**config.mk**
```make
export PLATFORM = sky130hd
export DESIGN_NAME = byte_fuzzer
export DESIGN_NICKNAME = d
export VERILOG_FILES = /design/src/rtl/fz_pkg.sv /design/src/rtl/fz_rst_sync.sv /design/src/rtl/fz_lane.sv /design/src/rtl/fz_mask_expand.sv /design/src/rtl/fz_out_stage.sv /design/src/rtl/byte_fuzzer.sv
export SDC_FILE = /design/constraint.sdc
export NUM_CORES = 2
export LEC_CHECK = 0
export BUFFER_PORTS_ARGS = -buffer_cell sky130_fd_sc_hd__clkbuf_2
export CORE_MARGIN = 3
export CORE_UTILIZATION = 55
export DETAILED_ROUTE_END_ITERATION = 8
export GPL_TIMING_DRIVEN = 1
export PLACE_DENSITY = 0.75
export SETUP_SLACK_MARGIN = 0.2
export SLEW_MARGIN = 25
export SYNTH_ARGS = -nofsm -noshare
export SYNTH_HDL_FRONTEND = slang
export SYNTH_HIERARCHICAL = 1
export SYNTH_SLANG_ARGS = --single-unit
```
**constraint.sdc**
```tcl
create_clock -name clk -period 19.7 [get_ports clk]
set_input_delay 0.985 -clock clk [delete_from_list [all_inputs] [get_ports clk]]
set_output_delay 0.985 -clock clk [all_outputs]
set_load 0.01 [all_outputs]
```
**src/rtl/fz_pkg.sv**
```systemverilog
package fz_pkg;
  function automatic logic [7:0] lane_seed(input int idx);
    return 8'((idx * 29) + 59);
  endfunction

  function automatic logic [7:0] lane_inc(input int idx);
    return 8'((2 * idx) + 1);
  endfunction
endpackage

```
**src/rtl/fz_rst_sync.sv**
```systemverilog
module fz_rst_sync #(
  parameter int STAGES = 2
) (
  input  logic clk,
  input  logic rst_n,
  output logic rst_sync_n
);
  logic [STAGES-1:0] sync_q;
  logic [STAGES-1:0] sync_d;

  always_comb sync_d = {sync_q[STAGES-2:0], 1'b1};

  always_ff @(posedge clk or negedge rst_n) begin
    if (!rst_n) sync_q <= '0;
    else        sync_q <= sync_d;
  end

  assign rst_sync_n = sync_q[STAGES-1];
endmodule

```
**src/rtl/fz_lane.sv**
```systemverilog
module fz_lane #(
  parameter int          W    = 8,
  parameter int          MULT = 5,
  parameter logic [W-1:0] SEED = '0,
  parameter logic [W-1:0] INC  = 1
) (
  input  logic         clk,
  input  logic         rst_n,
  input  logic         step,
  output logic [W-1:0] state
);
  localparam logic [W-1:0] MULT_W = W'(MULT);

  logic [W-1:0] state_q;
  logic [W-1:0] state_d;

  always_comb begin
    state_d = state_q;
    if (step) state_d = MULT_W * state_q + INC;
  end

  always_ff @(posedge clk or negedge rst_n) begin
    if (!rst_n)    state_q <= SEED;
    else if (step) state_q <= state_d;
  end

  assign state = state_q;

  // lane holds without a request
  p_lane_hold_r4: assert property (@(posedge clk) disable iff (!rst_n)
    !step |=> $stable(state_q));

  // full-period recurrence has no fixed point, so a step always moves
  p_lane_moves_r3: assert property (@(posedge clk) disable iff (!rst_n)
    step |=> state_q != $past(state_q));
endmodule

```
**src/rtl/fz_mask_expand.sv**
```systemverilog
module fz_mask_expand #(
  parameter int LANES  = 32,
  parameter int LANE_W = 8,
  localparam int WORD_W = LANES * LANE_W
) (
  input  logic [LANES-1:0]  mask,
  output logic [WORD_W-1:0] wide
);
  for (genvar g = 0; g < LANES; g++) begin : g_byte
    assign wide[g*LANE_W +: LANE_W] = {LANE_W{mask[g]}};
  end

  always_comb begin
    p_expand_zero_r7: assert (!(mask == '0) || wide == '0);
  end
endmodule

```
**src/rtl/fz_out_stage.sv**
```systemverilog
module fz_out_stage #(
  parameter int LANES  = 32,
  parameter int LANE_W = 8,
  localparam int WORD_W = LANES * LANE_W
) (
  input  logic              clk,
  input  logic              rst_n,
  input  logic              in_valid,
  input  logic [WORD_W-1:0] in_data,
  input  logic [LANES-1:0]  in_mask,
  input  logic [WORD_W-1:0] wide_mask,
  input  logic [WORD_W-1:0] rand_word,
  output logic              out_valid,
  output logic [WORD_W-1:0] out_data
);
  logic              vld_q, vld_d;
  logic [WORD_W-1:0] dat_q, dat_d;

  always_comb begin
    vld_d = in_valid;
    dat_d = dat_q;
    if (in_valid) dat_d = in_data ^ (wide_mask & rand_word);
  end

  always_ff @(posedge clk or negedge rst_n) begin
    if (!rst_n) begin
      vld_q <= 1'b0;
      dat_q <= '0;
    end else begin
      vld_q <= vld_d;
      if (in_valid) dat_q <= dat_d;
    end
  end

  assign out_valid = vld_q;
  assign out_data  = dat_q;

  p_valid_rise_r5: assert property (@(posedge clk) disable iff (!rst_n)
    in_valid |=> out_valid);
  p_valid_drop_r5: assert property (@(posedge clk) disable iff (!rst_n)
    !in_valid |=> !out_valid);
  p_data_hold_r6: assert property (@(posedge clk) disable iff (!rst_n)
    !in_valid |=> $stable(out_data));
  p_zero_mask_pass_r7: assert property (@(posedge clk) disable iff (!rst_n)
    (in_valid && in_mask == '0) |=> out_data == $past(in_data));
endmodule

```
**src/rtl/byte_fuzzer.sv**
```systemverilog
module byte_fuzzer #(
  parameter int LANES  = 32,
  parameter int LANE_W = 8,
  parameter int MULT   = 5,
  localparam int WORD_W = LANES * LANE_W
) (
  input  logic              clk,
  input  logic              rst_n,
  input  logic              in_valid,
  input  logic [WORD_W-1:0] in_data,
  input  logic [LANES-1:0]  in_mask,
  output logic              out_valid,
  output logic [WORD_W-1:0] out_data
);
  logic              rst_sync_n;
  logic [WORD_W-1:0] rand_word;
  logic [WORD_W-1:0] wide_mask;

  fz_rst_sync #(.STAGES(2)) u_rst (
    .clk        (clk),
    .rst_n      (rst_n),
    .rst_sync_n (rst_sync_n)
  );

  for (genvar i = 0; i < LANES; i++) begin : g_lane
    fz_lane #(
      .W    (LANE_W),
      .MULT (MULT),
      .SEED (LANE_W'(fz_pkg::lane_seed(i))),
      .INC  (LANE_W'(fz_pkg::lane_inc(i)))
    ) u_lane (
      .clk   (clk),
      .rst_n (rst_sync_n),
      .step  (in_valid),
      .state (rand_word[i*LANE_W +: LANE_W])
    );
  end

  fz_mask_expand #(.LANES(LANES), .LANE_W(LANE_W)) u_exp (
    .mask (in_mask),
    .wide (wide_mask)
  );

  fz_out_stage #(.LANES(LANES), .LANE_W(LANE_W)) u_out (
    .clk       (clk),
    .rst_n     (rst_sync_n),
    .in_valid  (in_valid),
    .in_data   (in_data),
    .in_mask   (in_mask),
    .wide_mask (wide_mask),
    .rand_word (rand_word),
    .out_valid (out_valid),
    .out_data  (out_data)
  );
endmodule

```
==> results.py <==
metrics = {
    "clock_tree": {
        "clk_pin_slew_worst_paths_ps": 60,
        "numCtsBuffers": 57,
        "cts_buffer_depth": 3,
        "insertion_delay_ps": 610,
        "cts_root_buffer": "clkbuf_16",
        "cts_setup_buffers": 0,
        "htree_levels": 2,
        "cts_resized": 0,
        "cts_sinks": 515,
        "hold_buffers": 0,
        "cts_tree": "yes",
    },
    "sta": {
        "setup_violations": 0,
        "slew-limit-headroom_pct": 37.2,
        "drv_slew": 0,
        "hold_viol": 0,
        "fin_crit_sh_pct": 25.7,
        "tns_ps": 0,
        "clock_skew_ps": 16.5,
        "worst_slew_pin_slew_ps": 942,
        "rsz0062_at_grt": "no",
        "layout_min_cycle_time_ps": 5070,
        "clock.fmax_mhz": 197,
    },
    "power": {
        "p_leak_nw": 18.9,
        "peakVddDrop_mv": 0.160,
        "power_density_nw_per_um2": 217,
    },
    "cells_and_area": {
        "area_growth_pct": 9.14,
        "drive_above_1_share_pct": 29.8,
        "postLayoutCoreUtil_pct": 60.7,
        "layout.nets": 4595,
    },
    "global_routing": {
        "antenna_found_initial": 9,
        "grt_pass1_vias": 27200,
        "grt_usage_pct": 22.9,
        "grt_pass1_wl_um": 137000,
        "grt_overflow": 0,
        "grt_start_max_net_pins": 205,
    },
    "flow_run": {
        "cap_violations": 0,
    },
    "worst_setup_path": {
        "critPathMaxStageDelay_ps": 850,
        "crit_start": "in_valid",
        "path_cells": "buf_8 > buf_12 > buf_12 > buf_4 > buf_4 > inv_1 > a2111oi_1 > and4b_1 > a21o_1",
        "start_kind": "input port",
        "slowest_stage": "buf_4",
        "crit_arrival_ps": 5550,
        "worstPathRequired_ps": 20180,
        "crit_path_end_kind": "flip-flop",
        "reg2reg_slack_ps": 16500,
        "critical_path_class": "input port to flip-flop",
        "regToRegStartpoint": "u_rst/sync_q[1]$_DFF_PN0_",
        "critPathMaxFanout": 204,
    },
    "detailed_routing": {
        "first_pass_iters": 5,
        "drcViolationCount": 0,
        "wl_per_cell_um": 17.3,
        "wl_um": 83200,
        "ant_nets": 0,
        "drt-initial-drc-count": 1691,
        "num_vias": 27600,
        "viasPerCell": 5.75,
    },
    "floorplanning": {
        "core_sq_um": 67300,
        "rows": 95,
        "initial_core_util_pct": 55.7,
        "fp.dieArea_sq_um": 71300,
        "fp.dieW_um": 267,
        "dieHeight_um": 267,
        "ios": 548,
    },
    "yosys": {
        "synth_edf_count": 0,
        "synth-seq-cells": 515,
        "synth_nets": 4323,
        "synth_ff_type": "dfrtp_1",
        "yosys_warnings": 6,
        "seq_area_frac_synth_pct": 34.8,
        "async_flop_share_pct": 100,
        "synth_cells": 3599,
        "avgSynthCellArea_sq_um": 10.4,
        "ys_types": 81,
        "synth_area_sq_um": 37400,
    },
    "placement": {
        "gp_congestion": 0.842,
        "port_buffers": 547,
        "hpwl_um": 61200,
    },
    "status": {
        "status": "complete, no violations",
    },
    "hold_path": {
        "worstHoldPathType": "input port to asynchronous set/reset pin",
    },
}
[critical path: cells and delay by family]
family | cells | cell delay [ps]
AO/OA/AOI/OAI | 2 | 460
buffers and inverters | 6 | 3520
AND/OR/NAND/NOR | 1 | 240
[routing by layer]
layer / GRT usage, % / wire length, um
met3: 4.51 / 4300
met1: 29.8 / 36200
met4: 6.58 / 2310
met5: 0 / 30
met2: 39.1 / 40300
[worst paths after layout]
path | to | cells after the start
max in group asynchronous | g_lane[8].u_lane/state[6]$_DFFE_PN0P_ | 3
min in group clk | u_rst/sync_q[1]$_DFF_PN0_ | 0
worst min register to register | u_rst/sync_q[1]$_DFF_PN0_ | 0
worst min-delay path | u_rst/sync_q[0]$_DFF_PN0_ | 1
worst max register to register | g_lane[8].u_lane/state[6]$_DFFE_PN0P_ | 3
worst max-delay path | g_lane[20].u_lane/state[7]$_DFFE_PN0P_ | 9
[power by group]
part	leakage [nW]	switching [mW]	internal [mW]
Clock	0.961	0.448	0.676
Combinational	12.2	2.85	2.74
Sequential	5.77	0.551	1.60
[Yosys cell counts, types with 21 or more instances]
| master | n | area, sq um |
|---|---|---|
| nand2_1 | 91 | 342 |
| dfrtp_1 | 387 | 9680 |
| xnor2_1 | 97 | 850 |
| dfstp_2 | 128 | 3360 |
| a31oi_1 | 276 | 1730 |
| a21bo_2 | 256 | 2560 |
| xor2_1 | 64 | 561 |
| a21o_1 | 37 | 278 |
| buf_2 | 39 | 195 |
| fa_1 | 64 | 1280 |
| inv_1 | 204 | 766 |
| mux2_2 | 66 | 743 |
| nand2b_1 | 25 | 156 |
| and4b_1 | 21 | 210 |
| buf_4 | 261 | 1960 |
| nand4_1 | 21 | 131 |
| o21ai_0 | 57 | 285 |
| buf_6 | 26 | 293 |
| a211oi_1 | 37 | 278 |
| nor4_1 | 25 | 156 |
| nor3_1 | 25 | 125 |
| nor2_1 | 329 | 1230 |
| a21oi_1 | 116 | 581 |
| nand3b_1 | 265 | 1990 |
| ha_1 | 369 | 4620 |
[flip-flops by register name, summed over array words and instances, names as in the netlist]
| register | flops |
|---|---|
| g_lane.u_lane/state | 256 |
| u_out/out_data | 256 |
| u_out/out_valid | 1 |
| u_rst/sync_q | 2 |
[through the flow]
stage	hold slack [ps]	power [mW]	setup WS, ps	instances	instance area [sq um]
global placement	336	7.52	14110	4685	38900
global route	114	9.79	14280	4793	40900
finish	147	8.86	14630	4798	40900
detailed placement	341	7.72	14050	4685	38900
CTS	114	8.92	14670	4792	40900
floorplan	331	6.56	4510	3599	37400
[placed cells by master, fill, tap and decap left out, types with 66 or more instances in the layout]
| cell | n |
|---|---|
| clkbuf_2 | 546 |
| dfrtp_1 | 386 |
| ha_1 | 369 |
| nor2_1 | 329 |
| a31oi_1 | 276 |
| nand3b_1 | 265 |
| a21bo_2 | 256 |
| inv_1 | 204 |
| dfstp_2 | 128 |
| a21oi_1 | 116 |
| xnor2_1 | 97 |
| nand2_1 | 91 |
| mux2_2 | 66 |
[cell families after synthesis]
family | Yosys count | share of synthesized area, %
AOI/OAI and AO/OA | 943 | 19.3
xor gates and xnor gates | 189 | 5.59
adders and majority gates | 433 | 15.8
buffers and inverters | 550 | 8.81
DFF | 515 | 34.8
muxes | 81 | 2.39
other | 1 | 0.0100
and+or+nand+nor | 887 | 13.3
[cell type report]
type	count	area [sq um]
Timing Repair Buffer	558	2880
Multi-Input combinational cell	2534	21100
Clock inverter	22	324
Fill cell	5581	26400
Clock buffer	85	1630
Tap cell	873	1090
Inverter	205	769
Sequential cell	515	13100
Antenna cell	6	15.0
(Power assumes the default switching activity.)
